`config.mk`:
```
export PLATFORM = sky130hd
export DESIGN_NAME = cmp_ctrl
export DESIGN_NICKNAME = d
export VERILOG_FILES = /design/src/rtl/cmpc_pkg.sv /design/src/rtl/cmpc_sync.sv /design/src/rtl/cmpc_settle.sv /design/src/rtl/cmpc_qual.sv /design/src/rtl/cmp_ctrl.sv
export SDC_FILE = /design/constraint.sdc
export NUM_CORES = 1
export LEC_CHECK = 0
export BUFFER_PORTS_ARGS = -buffer_cell sky130_fd_sc_hd__buf_2
export CAP_MARGIN = 15
export CORE_MARGIN = 2
export CORE_UTILIZATION = 42
export DETAILED_ROUTE_END_ITERATION = 10
export GPL_TIMING_DRIVEN = 1
export MAX_ROUTING_LAYER = met4
export PLACE_DENSITY = 0.72
export SKIP_LAST_GASP = 1
export SLEW_MARGIN = 20
export SYNTH_ARGS = -nofsm -noshare
export SYNTH_HDL_FRONTEND = slang
export SYNTH_SLANG_ARGS = --single-unit
```
`constraint.sdc`:
```
create_clock -name clk -period 1.5 [get_ports clk]
set_input_delay 0.15 -clock clk [delete_from_list [all_inputs] [get_ports clk]]
set_output_delay 0.15 -clock clk [all_outputs]
set_load 0.005 [all_outputs]
```
`src/rtl/cmpc_pkg.sv`:
```
package cmpc_pkg;
  localparam int REG_W  = 8;
  localparam int CODE_W = 6;

  // mode register field positions
  localparam int MODE_EN_BIT  = 7;
  localparam int MODE_SEL_BIT = 6;
  localparam int MODE_BYP_BIT = 0;

  typedef struct packed {
    logic [CODE_W-1:0] thr;
    logic              loop_sel;
  } ctrl_t;

  typedef struct packed {
    logic en;
    logic sel;
    logic byp;
  } mode_t;
endpackage

```
`src/rtl/cmpc_sync.sv`:
```
module cmpc_sync #(
  parameter int W      = 1,
  parameter int STAGES = 2
) (
  input  logic         clk,
  input  logic         arst_n,
  input  logic [W-1:0] d,
  output logic [W-1:0] q
);
  logic [STAGES-1:0][W-1:0] ff_q;

  always_ff @(posedge clk or negedge arst_n) begin
    if (!arst_n) begin
      ff_q <= '0;
    end else begin
      ff_q[0] <= d;
      for (int i = 1; i < STAGES; i++) begin
        ff_q[i] <= ff_q[i-1];
      end
    end
  end

  assign q = ff_q[STAGES-1];
endmodule

```
`src/rtl/cmpc_settle.sv`:
```
module cmpc_settle #(
  parameter int SETTLE_CYC = 10
) (
  input  logic clk,
  input  logic rst_n,
  input  logic halt,
  output logic settled
);
  localparam int CNT_W = $clog2(SETTLE_CYC + 1);
  localparam logic [CNT_W-1:0] LOAD = CNT_W'(SETTLE_CYC);

  logic [CNT_W-1:0] cnt_q, cnt_d;
  logic             cnt_ce;

  always_comb begin
    cnt_ce = halt || (cnt_q != '0);
    cnt_d  = halt ? LOAD : cnt_q - 1'b1;
  end

  always_ff @(posedge clk or negedge rst_n) begin
    if (!rst_n) begin
      cnt_q <= '0;
    end else if (cnt_ce) begin
      cnt_q <= cnt_d;
    end
  end

  assign settled = (cnt_q == '0);

  AST_WINDOW_OPEN: assert property (@(posedge clk) disable iff (!rst_n)
    $fell(halt) |-> !settled);
  AST_COUNT_BOUND: assert property (@(posedge clk) disable iff (!rst_n)
    cnt_q <= LOAD);
endmodule

```
`src/rtl/cmpc_qual.sv`:
```
module cmpc_qual (
  input  logic clk,
  input  logic rst_n,
  input  logic raw_s,
  input  logic en,
  input  logic halt,
  input  logic settled,
  input  logic byp,
  output logic cout,
  output logic pwm_off
);
  logic live, rise;
  logic prev_q, pwm_q;

  always_comb begin
    live = raw_s & en & ~halt;
    cout = live & settled;
    rise = cout & ~prev_q;
  end

  // edge history follows the unmasked value so the window end is silent
  always_ff @(posedge clk or negedge rst_n) begin
    if (!rst_n) begin
      prev_q <= 1'b0;
      pwm_q  <= 1'b0;
    end else begin
      prev_q <= live;
      pwm_q  <= rise & ~byp;
    end
  end

  assign pwm_off = pwm_q;

  AST_PULSE_SINGLE: assert property (@(posedge clk) disable iff (!rst_n)
    pwm_q |=> !pwm_q);
  AST_BYPASS_QUIET: assert property (@(posedge clk) disable iff (!rst_n)
    pwm_q |-> !$past(byp));
  AST_HALT_NO_REQ: assert property (@(posedge clk) disable iff (!rst_n)
    pwm_q |-> !$past(halt));
endmodule

```
`src/rtl/cmp_ctrl.sv`:
```
module cmp_ctrl
  import cmpc_pkg::*;
#(
  parameter int                ADDR_W     = 8,
  parameter logic [ADDR_W-1:0] CTRL_ADDR  = 8'hA0,
  parameter logic [ADDR_W-1:0] MODE_ADDR  = 8'hA1,
  parameter int                SETTLE_CYC = 10,
  parameter int                SYNC_STG   = 2
) (
  input  logic              clk,
  input  logic              rst_n,
  input  logic [ADDR_W-1:0] bus_addr,
  input  logic              bus_wr,
  input  logic [REG_W-1:0]  bus_wdata,
  output logic [REG_W-1:0]  bus_rdata,
  input  logic              halt,
  input  logic              cmp_raw,
  output logic              cmp_en,
  output logic [CODE_W-1:0] thr_code,
  output logic              ref_sel,
  output logic              in_sel,
  output logic              pwm_off
);
  logic  rst_s_n, raw_s, settled, cout;
  ctrl_t ctrl_q, ctrl_d;
  mode_t mode_q, mode_d;
  logic  ctrl_we, mode_we;

  cmpc_sync #(.W(1), .STAGES(2)) u_rst_sync (
    .clk(clk), .arst_n(rst_n), .d(1'b1), .q(rst_s_n));

  cmpc_sync #(.W(1), .STAGES(SYNC_STG)) u_raw_sync (
    .clk(clk), .arst_n(rst_s_n), .d(cmp_raw), .q(raw_s));

  cmpc_settle #(.SETTLE_CYC(SETTLE_CYC)) u_settle (
    .clk(clk), .rst_n(rst_s_n), .halt(halt), .settled(settled));

  cmpc_qual u_qual (
    .clk(clk), .rst_n(rst_s_n), .raw_s(raw_s), .en(mode_q.en),
    .halt(halt), .settled(settled), .byp(mode_q.byp),
    .cout(cout), .pwm_off(pwm_off));

  always_comb begin
    ctrl_we = bus_wr && (bus_addr == CTRL_ADDR);
    mode_we = bus_wr && (bus_addr == MODE_ADDR);
    ctrl_d.thr      = bus_wdata[REG_W-1:2];
    ctrl_d.loop_sel = bus_wdata[1];
    mode_d.en       = bus_wdata[MODE_EN_BIT];
    mode_d.sel      = bus_wdata[MODE_SEL_BIT];
    mode_d.byp      = bus_wdata[MODE_BYP_BIT];
  end

  always_ff @(posedge clk or negedge rst_s_n) begin
    if (!rst_s_n) begin
      ctrl_q <= '0;
    end else if (ctrl_we) begin
      ctrl_q <= ctrl_d;
    end
  end

  always_ff @(posedge clk or negedge rst_s_n) begin
    if (!rst_s_n) begin
      mode_q <= '0;
    end else if (mode_we) begin
      mode_q <= mode_d;
    end
  end

  always_comb begin
    bus_rdata = '0;
    if (bus_addr == CTRL_ADDR) begin
      bus_rdata = {ctrl_q.thr, ctrl_q.loop_sel, cout};
    end else if (bus_addr == MODE_ADDR) begin
      bus_rdata[MODE_EN_BIT]  = mode_q.en;
      bus_rdata[MODE_SEL_BIT] = mode_q.sel;
      bus_rdata[MODE_BYP_BIT] = mode_q.byp;
    end
  end

  assign cmp_en   = mode_q.en & ~halt;
  assign thr_code = ctrl_q.thr;
  assign ref_sel  = ctrl_q.loop_sel;
  assign in_sel   = mode_q.sel;

  AST_THR_UPDATE: assert property (@(posedge clk) disable iff (!rst_s_n)
    (bus_wr && bus_addr == CTRL_ADDR) |=> (thr_code == $past(bus_wdata[REG_W-1:2])));
  AST_STRAY_WRITE: assert property (@(posedge clk) disable iff (!rst_s_n)
    (bus_wr && bus_addr != CTRL_ADDR && bus_addr != MODE_ADDR)
      |=> ($stable(thr_code) && $stable(in_sel) && $stable(ref_sel)));
endmodule

```
==> results.md, run 1 <==
- The worst register-to-register path ends at u_settle.cnt_q[1].
- The internal power of the cells is between 800 and 900 µW.
- The final reports fail on setup timing.
- For the finished layout, the period the worst path requires is 1630 ps.
- Walking the worst path, the cells encountered are inv_2 -> buf_4 -> buf_6 -> buf_4 -> buf_4 -> buf_4 -> buf_4 -> buf_4 -> mux2i_1 -> or2_4.
- Of the synthesized area, sequential elements account for 0.547.
- The classification of the worst setup path is flop to flop.
- The mapped netlist covers between 900 and 1000 µm².
- The deepest clock path buffer count is 2.
- The number of violations reported at the end of detailed-routing iteration 0 is 4.
- At the later pin of the worst-skew pair, clock insertion delay measures about 300 ps.
- The detail route stage leaves a number of antenna-violating nets equal to 0.
- The number of antenna diodes in the final layout is 0.
- The clock root buffer master is sky130_fd_sc_hd__clkbuf_4.
- For this configuration, the core starts out at a cell density of 0.457.
- The wire length after detailed routing is just under 2000 µm.
- For this design the static power due to leakage is about 0.73 nW.
- The most numerous cell type found on the critical path is sky130_fd_sc_hd__buf_4.
- For flop-to-flop paths, the worst setup slack is -130 ps.
- The fraction of layout instances using a drive strength above 1 is 0.653.
- IR analysis of the VDD net gives a maximum drop of ~0.71 mV.
- The critical path startpoint is u_settle.cnt_q[1].
- Yosys printed 0 warnings.
- The full die area is about 2600 µm².
- The CTS H-tree depth is 1.
- In this run the worst setup path terminates at u_settle.cnt_q[1].
- The tool flagged a number of max-cap violations equal to 0.
- The type of the most critical hold path is input port to flop.
- Clock tree synthesis found a total of 20 sinks.
- Based on the critical path, the design can be clocked at up to a little over 600 MHz.
- The part of the power in registers is 0.516.
- Summed over all instances, the cell type with the most area after synthesis is sky130_fd_sc_hd__dfrtp_1.
- The number of max-slew violations in the final report was 0.
- Clock skew on the completed layout was measured at around 1.5 ps.
- The global placer's final weighted congestion is around 0.68.
- The clock slew at the register clock pins of the worst setup and hold paths is about 110 ps.
- The critical path capture point type is a flop.
- The first-pass iteration count of the detailed router is 4.
- Of the total power, the share spent switching nets is 0.247.
- The net count of the finished layout is ~150.
- The most common library cell in the layout ignoring fill and taps is sky130_fd_sc_hd__buf_2.
- The final count of hold timing violations is 0.
- The library cells used most frequently in the layout, excluding fill and tap cells, are sky130_fd_sc_hd__buf_2, sky130_fd_sc_hd__dfrtp_1, sky130_fd_sc_hd__buf_4, sky130_fd_sc_hd__mux2_2, sky130_fd_sc_hd__and3_2.
- The share of total power dissipated in the clock network is 0.264.
- The DRC violation count after routing is 0.
- The analysis attributes to net switching a power of around 290 µW.
- The count of input and output buffers is 38.
- The initial antenna violation count came to 0.
- Across every metal layer, demand over resource in global routing totals 0.190.
- The worst setup path is launched from a flop.
- Setup repair after global routing could not meet its margin everywhere.
- The maximum number of pins on one net before global-route repair is 13.
- The die is between 50 and 60 µm tall.
- Detailed placement ended at an HPWL of between 1000 and 1500 µm.
- The cell count after synthesis is between 60 and 70.
- In this run the count of I/O pins placed on the die edge is 39.
- The startpoint identified for the worst register-to-register timing path is u_settle.cnt_q[1].
- In the routed layout, each cell is associated on average with a via count of approximately 5.
- The post-route fraction of the period consumed by the critical path is 1.09.
- Compared with the post-synthesis result, the final layout area differs by 43.4%.
- Global routing finished with a remaining overflow of 0.
- The distinct cell type count of the synthesized netlist is 26.
- The die is 50.7 µm wide.
- The CTS tree is done.
- The post-synthesis register bit count is 20.
- The detailed router placed roughly 750 vias in this run.
- Before CTS, the worst setup slack after placement is around 21 ps.
- The final total power is 1.17 mW.
- Ranked by total cell area, the synthesized netlist is headed by sky130_fd_sc_hd__dfrtp_1, sky130_fd_sc_hd__mux2_2, sky130_fd_sc_hd__and3_2.
- The wire length of the first global-routing pass is around 3500 µm.
- In this run, CTS created clock tree buffers numbering 3.
- The slowest stage of the critical path is the sky130_fd_sc_hd__dfrtp_1 cell.
- The power per cell area is about 900 nW/µm².
- The length in cells of the worst reg-to-reg path is 10.
- Averaged over all synthesized cells, the footprint is 13.5 µm².
- The share of synthesized area in the top cell type comes to 0.547.
- In this design, the stage delay of the slowest critical-path cell is around 390 ps.
- In this run the worst path has a maximum fanout of 2.
- The critical path data arrival time is 1880 ps.
- The number of global-route vias before repair is 793.
- The core region is 2000 µm².
- For the worst setup path, the data required time is 1750 ps.
- The floorplan has 16 rows.
- After detailed routing, the average wire length per cell comes to between 10 and 15 µm.
- Setup slack on the critical path of the routed design comes to -129 ps.
- The number of endpoints failing setup at the final stage is 2.
- The flow ran to the end, but the final reports show violations.
- The part of the total power dissipated in combinational logic is 0.220.
- The post-synth net total is 90.
power by group through the flow:
stage                     combinational [mW]  clock, mW  sequential, mW
after CTS                              0.225      0.320           0.605
after global routing                   0.286      0.342           0.612
after detailed placement               0.141          0           0.615
after global placement                 0.136          0           0.611
after floorplan                       0.0779          0           0.614
final                                  0.258      0.310           0.606
layer usage:
metal  vias to the layer above  GRT usage  routed length (µm)
met5                         -          -                   0
met4                         0     0.0991                  68
met3                         7     0.0327                 162
met2                        37      0.325                 948
met1                       350      0.213                 808
li1                        354          -                   -
final cells by class:
cell class,instances,area (µm²)
clock buffer,4,36.3
fill,164,691
inverter,2,7.51
multi-input combinational,45,422
sequential,20,500
tap,27,33.8
timing repair buffer,53,312
critical path: cells and delay by family, from the launching register on:
kind,cells,cell delay [ps]
AND/OR/NAND/NOR,1,140
buffers and inverters,8,900
multiplexers,1,160
flip-flops,1,390
synth_stat cells, drive strengths merged:
cell    count
a211o       1
a21oi       2
and3        5
and3b       1
and4        1
and4bb      1
clkbuf      1
conb        1
dfrtp      20
ha          1
inv         2
mux2       10
mux2i       3
nand2       3
nand2b      1
nand3b      2
nand4b      1
nor2        3
nor2b       1
nor3        3
nor3b       1
nor4        1
or2         1
or3         1
xnor2       1
repair_timing:
item,4_1_cts,5_1_grt
pin swaps,3,2
hold endpoints to repair,3,0
buffers inserted,11,2
resized for setup,4,3
setup endpoints to repair,1,2
hold buffers,2,0
logic make-up after synthesis:
group | after synthesis | share of synthesized area
multiplexers | 13 | 0.156
flip-flops | 20 | 0.547
AO/OA/AOI/OAI | 3 | 0.0205
adder cells (fa/ha/maj) | 1 | 0.0137
AND/OR/NAND/NOR | 26 | 0.237
XOR/XNOR | 1 | 0.00958
buffers and inverters | 3 | 0.0123
other | 1 | 0.00410
per-stage QoR:
stage	hold WS, ps	TNS [ps]	area [µm²]	std cells	util
2_1_floorplan	-146	0	915	68	-
3_3_place_gp	-64.7	0	1140	133	0.571
3_5_place_dp	-61.2	0	1140	133	0.571
4_1_cts	62.2	-145	1290	150	0.646
5_1_grt	66.8	-464	1310	151	0.655
6_report	69.4	-253	1310	151	0.655
state kept, by name (all words and copies together) (netlist names):
register         count
thr_code             6
u_settle.cnt_q       4
mode_q               2
in_sel               1
ref_sel              1
u_qual.prev_q        1
u_qual.pwm_off       1
u_raw_sync.ff_q      1
u_raw_sync.q         1
u_rst_sync.ff_q      1
u_rst_sync.q         1
how the worst min path moves through the flow:
| stage | from | end | slack [ps] | cells after the start |
|---|---|---|---|---|
| after global placement | rst_n | u_rst_sync.ff_q[0] | -60 | 1 |
| after global routing | bus_wdata[1] | ref_sel | 70 | 2 |
| after CTS | halt | u_settle.cnt_q[2] | 60 | 2 |
| after detailed placement | rst_n | u_rst_sync.ff_q[0] | -60 | 1 |
| final | bus_wdata[1] | ref_sel | 70 | 2 |
| after floorplan | rst_n | u_rst_sync.ff_q[0] | -150 | 0 |
Power figures use the tool's default switching activity.
==> run 2, diff against run 1 <==
--- a/config.mk
+++ b/config.mk
@@ -10,9 +10,11 @@
 export CORE_MARGIN = 2
 export CORE_UTILIZATION = 42
 export DETAILED_ROUTE_END_ITERATION = 10
+export GPL_ROUTABILITY_DRIVEN = 1
 export GPL_TIMING_DRIVEN = 1
 export MAX_ROUTING_LAYER = met4
 export PLACE_DENSITY = 0.72
+export REMOVE_ABC_BUFFERS = 1
 export SKIP_LAST_GASP = 1
 export SLEW_MARGIN = 20
 export SYNTH_ARGS = -nofsm -noshare
==> run 2 against run 1 <==
The run still ends with setup timing left. Global-route usage fell by 2.9 points. Sequential power down 0.7%. Critical endpoint is now bus_rdata[0]. Critical path type is now flop to primary output. Combinational power decreased by 34%. Clock power barely moved. Clock skew increased by 4.1 ps. Register-to-register slack improved by 250 ps. Die area stayed put. Largest cell class unchanged. Largest power group unchanged. Fmax is 3.3% higher. Via count down 4.4%.
==> results.md, run 2 (synthesis gave the netlist of run 1 again) <==
- The type of the most critical hold path is input port to flop.
- The required time at the endpoint of the critical path is 1350 ps (-400 ps).
- The number of endpoints failing setup at the final stage was 1 (-1).
- The worst setup path is launched from a flop.
- The worst vdd rail ir drop is 0.609 mV (-14%).
- The power per cell area is 872 nW/µm² (-2.7%).
- The die boundary height came to 50.7 µm (unchanged).
- The static power due to leakage is 0.684 nW (-6.4%).
- The most common library cell in the layout ignoring fill and taps is sky130_fd_sc_hd__buf_2.
- The wire length of the first global-routing pass is 2900 µm (-17%).
- The HPWL after detailed placement is 1360 µm (+2.6%).
- The critical path capture point type is a primary output.
- The cell sitting at the root of the clock tree is a sky130_fd_sc_hd__clkbuf_4.
- The area overhead of the layout relative to synthesis is 35.3%.
- The area of the core region is 2000 µm² (unchanged).
- The number of max-slew violations in the final report is 0 (unchanged).
- The count of input and output buffers was 38 (unchanged).
- The maximum number of pins on one net before global-route repair is 19 (+6).
- The final setup slack of the worst path came to -77.1 ps (+51.8 ps).
- The deepest clock path buffer count was 2 (unchanged).
- The checks that failed: setup timing.
- The post-route fraction of the period consumed by the critical path is 1.05 (-0.0345).
- The cell count after placement is 133 (unchanged).
- The max-cap check violation count is 0 (unchanged).
- The wire length per cell came to 12.4 µm (-5.5%).
- The global placer's final weighted congestion is 0.667 (-1.3%).
- The run finished, with violations left.
- The fraction of layout instances using a drive strength above 1 is 0.626 (-0.0271).
- The overall track demand over capacity in global routing was 0.161 (-0.0294).
- The wire length after detailed routing came to 1770 µm (-11%).
- The floorplan die width is 50.7 µm (unchanged).
- The filler-free cell count of the finished design was 142 (-6.0%).
- The I/O pin count is 39 (unchanged).
- The sink count of the clock tree was 20 (unchanged).
- The maximum net fanout on the critical path is 2 (unchanged).
- The DRC violation count after routing came to 0 (unchanged).
- The count of filler cells inserted in the layout is 176 (+7.3%).
- The number of nets in the final layout is 138 (-6.1%).
- The shortest clock period the worst path allows after layout is 1580 ps (-51.8 ps).
- The insertion delay to the later sink of the worst-skew pair was 300 ps (about the same).
- The aggregate global routing overflow was 0 (unchanged).
- The full die area is 2570 µm² (unchanged).
- The final count of hold timing violations is 0 (unchanged).
- Setup repair after global routing could not meet its margin everywhere.
- The flip-flop count of the largest register, all copies and words added is 6 (unchanged).
- The first-pass iteration count of the detailed router is 2 (-2).
- The upper clock frequency limit came to 634 MHz (+3.3%).
- The initial antenna violation count is 0 (unchanged).
- The setup path with the least slack is of type flop to primary output.
- The maximum clock skew at final layout is 5.62 ps (+4.11 ps).
- The clock slew at the register clock pins of the worst setup and hold paths was 110 ps (about the same).
- The overall via count from detail_route is 715 (-4.4%).
- The effective utilization at floorplan is 0.457 (unchanged).
- The number of rows created at floorplan came to 16 (unchanged).
- The number of buffers created by CTS is 3 (unchanged).
- The number of routed nets with antenna violations was 0 (unchanged).
- The CTS H-tree depth is 1 (unchanged).
- The final total power is 1.08 mW (-8.1%).
- The number of global-route vias before repair is 673 (-15%).
- Leaving out fill and tap cells, the most frequent cells in the layout are sky130_fd_sc_hd__buf_2, sky130_fd_sc_hd__dfrtp_1, sky130_fd_sc_hd__mux2_2, sky130_fd_sc_hd__and3_2, sky130_fd_sc_hd__buf_4.
- The critical path data arrival time is 1430 ps (-450 ps).
- The number of vias per cell after detailed routing is 5.04 (+1.6%).
- TritonCTS built the clock tree.
- The number of violations reported at the end of detailed-routing iteration 0 is 3 (-1).
- The number of antenna cells inserted is 0 (unchanged).
run 2: changes by cell type in the layout (fill, tap and decap cells not counted), sizes merged:
cell,change
buf,-9
run 2: path summary, 6_finish.rpt:
check / from / end / slack [ps] / cells past startpoint
worst min register to register: u_rst_sync.q / u_qual.prev_q / 190 / 1
worst min-delay path: halt / u_settle.cnt_q[0] / 60 / 2
min in group asynchronous: rst_n / u_rst_sync.ff_q[0] / 140 / 2
max in group asynchronous: u_rst_sync.q / in_sel / 1120 / 1
worst max register to register: u_settle.cnt_q[1] / u_settle.cnt_q[1] / 120 / 6
worst max-delay path: u_settle.cnt_q[1] / bus_rdata[0] / -80 / 6
run 2: layout make-up:
class | count | area [µm²] | area share
timing repair buffer | 44 | 240 | 0.194
tap | 27 | 33.8 | 0.0273
clock buffer | 4 | 36.3 | 0.0293
multi-input combinational | 45 | 419 | 0.339
inverter | 2 | 7.51 | 0.00607
sequential | 20 | 500 | 0.404
run 2: critical path, cell delays in order, from the launching register on:
cell and delay [ps]:
sky130_fd_sc_hd__dfrtp_1 400, sky130_fd_sc_hd__inv_2 80, sky130_fd_sc_hd__ha_4 130, sky130_fd_sc_hd__nor3b_4 180
sky130_fd_sc_hd__nand3b_1 110, sky130_fd_sc_hd__a21oi_2 110, sky130_fd_sc_hd__buf_2 120
run 2: timing repair:
action / 4_1_cts / 5_1_grt
hold buffers: 2 / 0
pin swaps: 3 / 1
setup endpoints to repair: 1 / 1
resized for setup: 4 / 1
hold endpoints to repair: 3 / 0
setup buffers: 2 / 1
gates cloned: 0 / 0
run 2: metal layers:
metal  global-route usage  wire length (µm)
met4               0.0811                41
met1                0.171               743
met3               0.0387               142
met5                    -                 0
met2                0.279               837
run 2: metrics by stage:
step / setup WS [ps] / utilization / cell area (µm²) / TNS, ps / hold slack [ps]
floorplan: 151 / - / 911 / 0 / -146
global placement: 70.1 / 0.571 / 1140 / 0 / -65.6
detailed placement: 33.5 / 0.571 / 1140 / 0 / -57.8
CTS: -106 / 0.613 / 1230 / -106 / 65.0
global route: -194 / 0.618 / 1240 / -194 / 56.0
finish: -77.1 / 0.618 / 1240 / -77.1 / 63.2
run 2: power breakdown:
group	internal [mW]	total [mW]	leakage, nW	switching [mW]
logic	0.0960	0.170	0.405	0.0737
clock network	0.148	0.307	0.0210	0.158
registers	0.574	0.602	0.258	0.0283
total	0.818	1.08	0.684	0.260
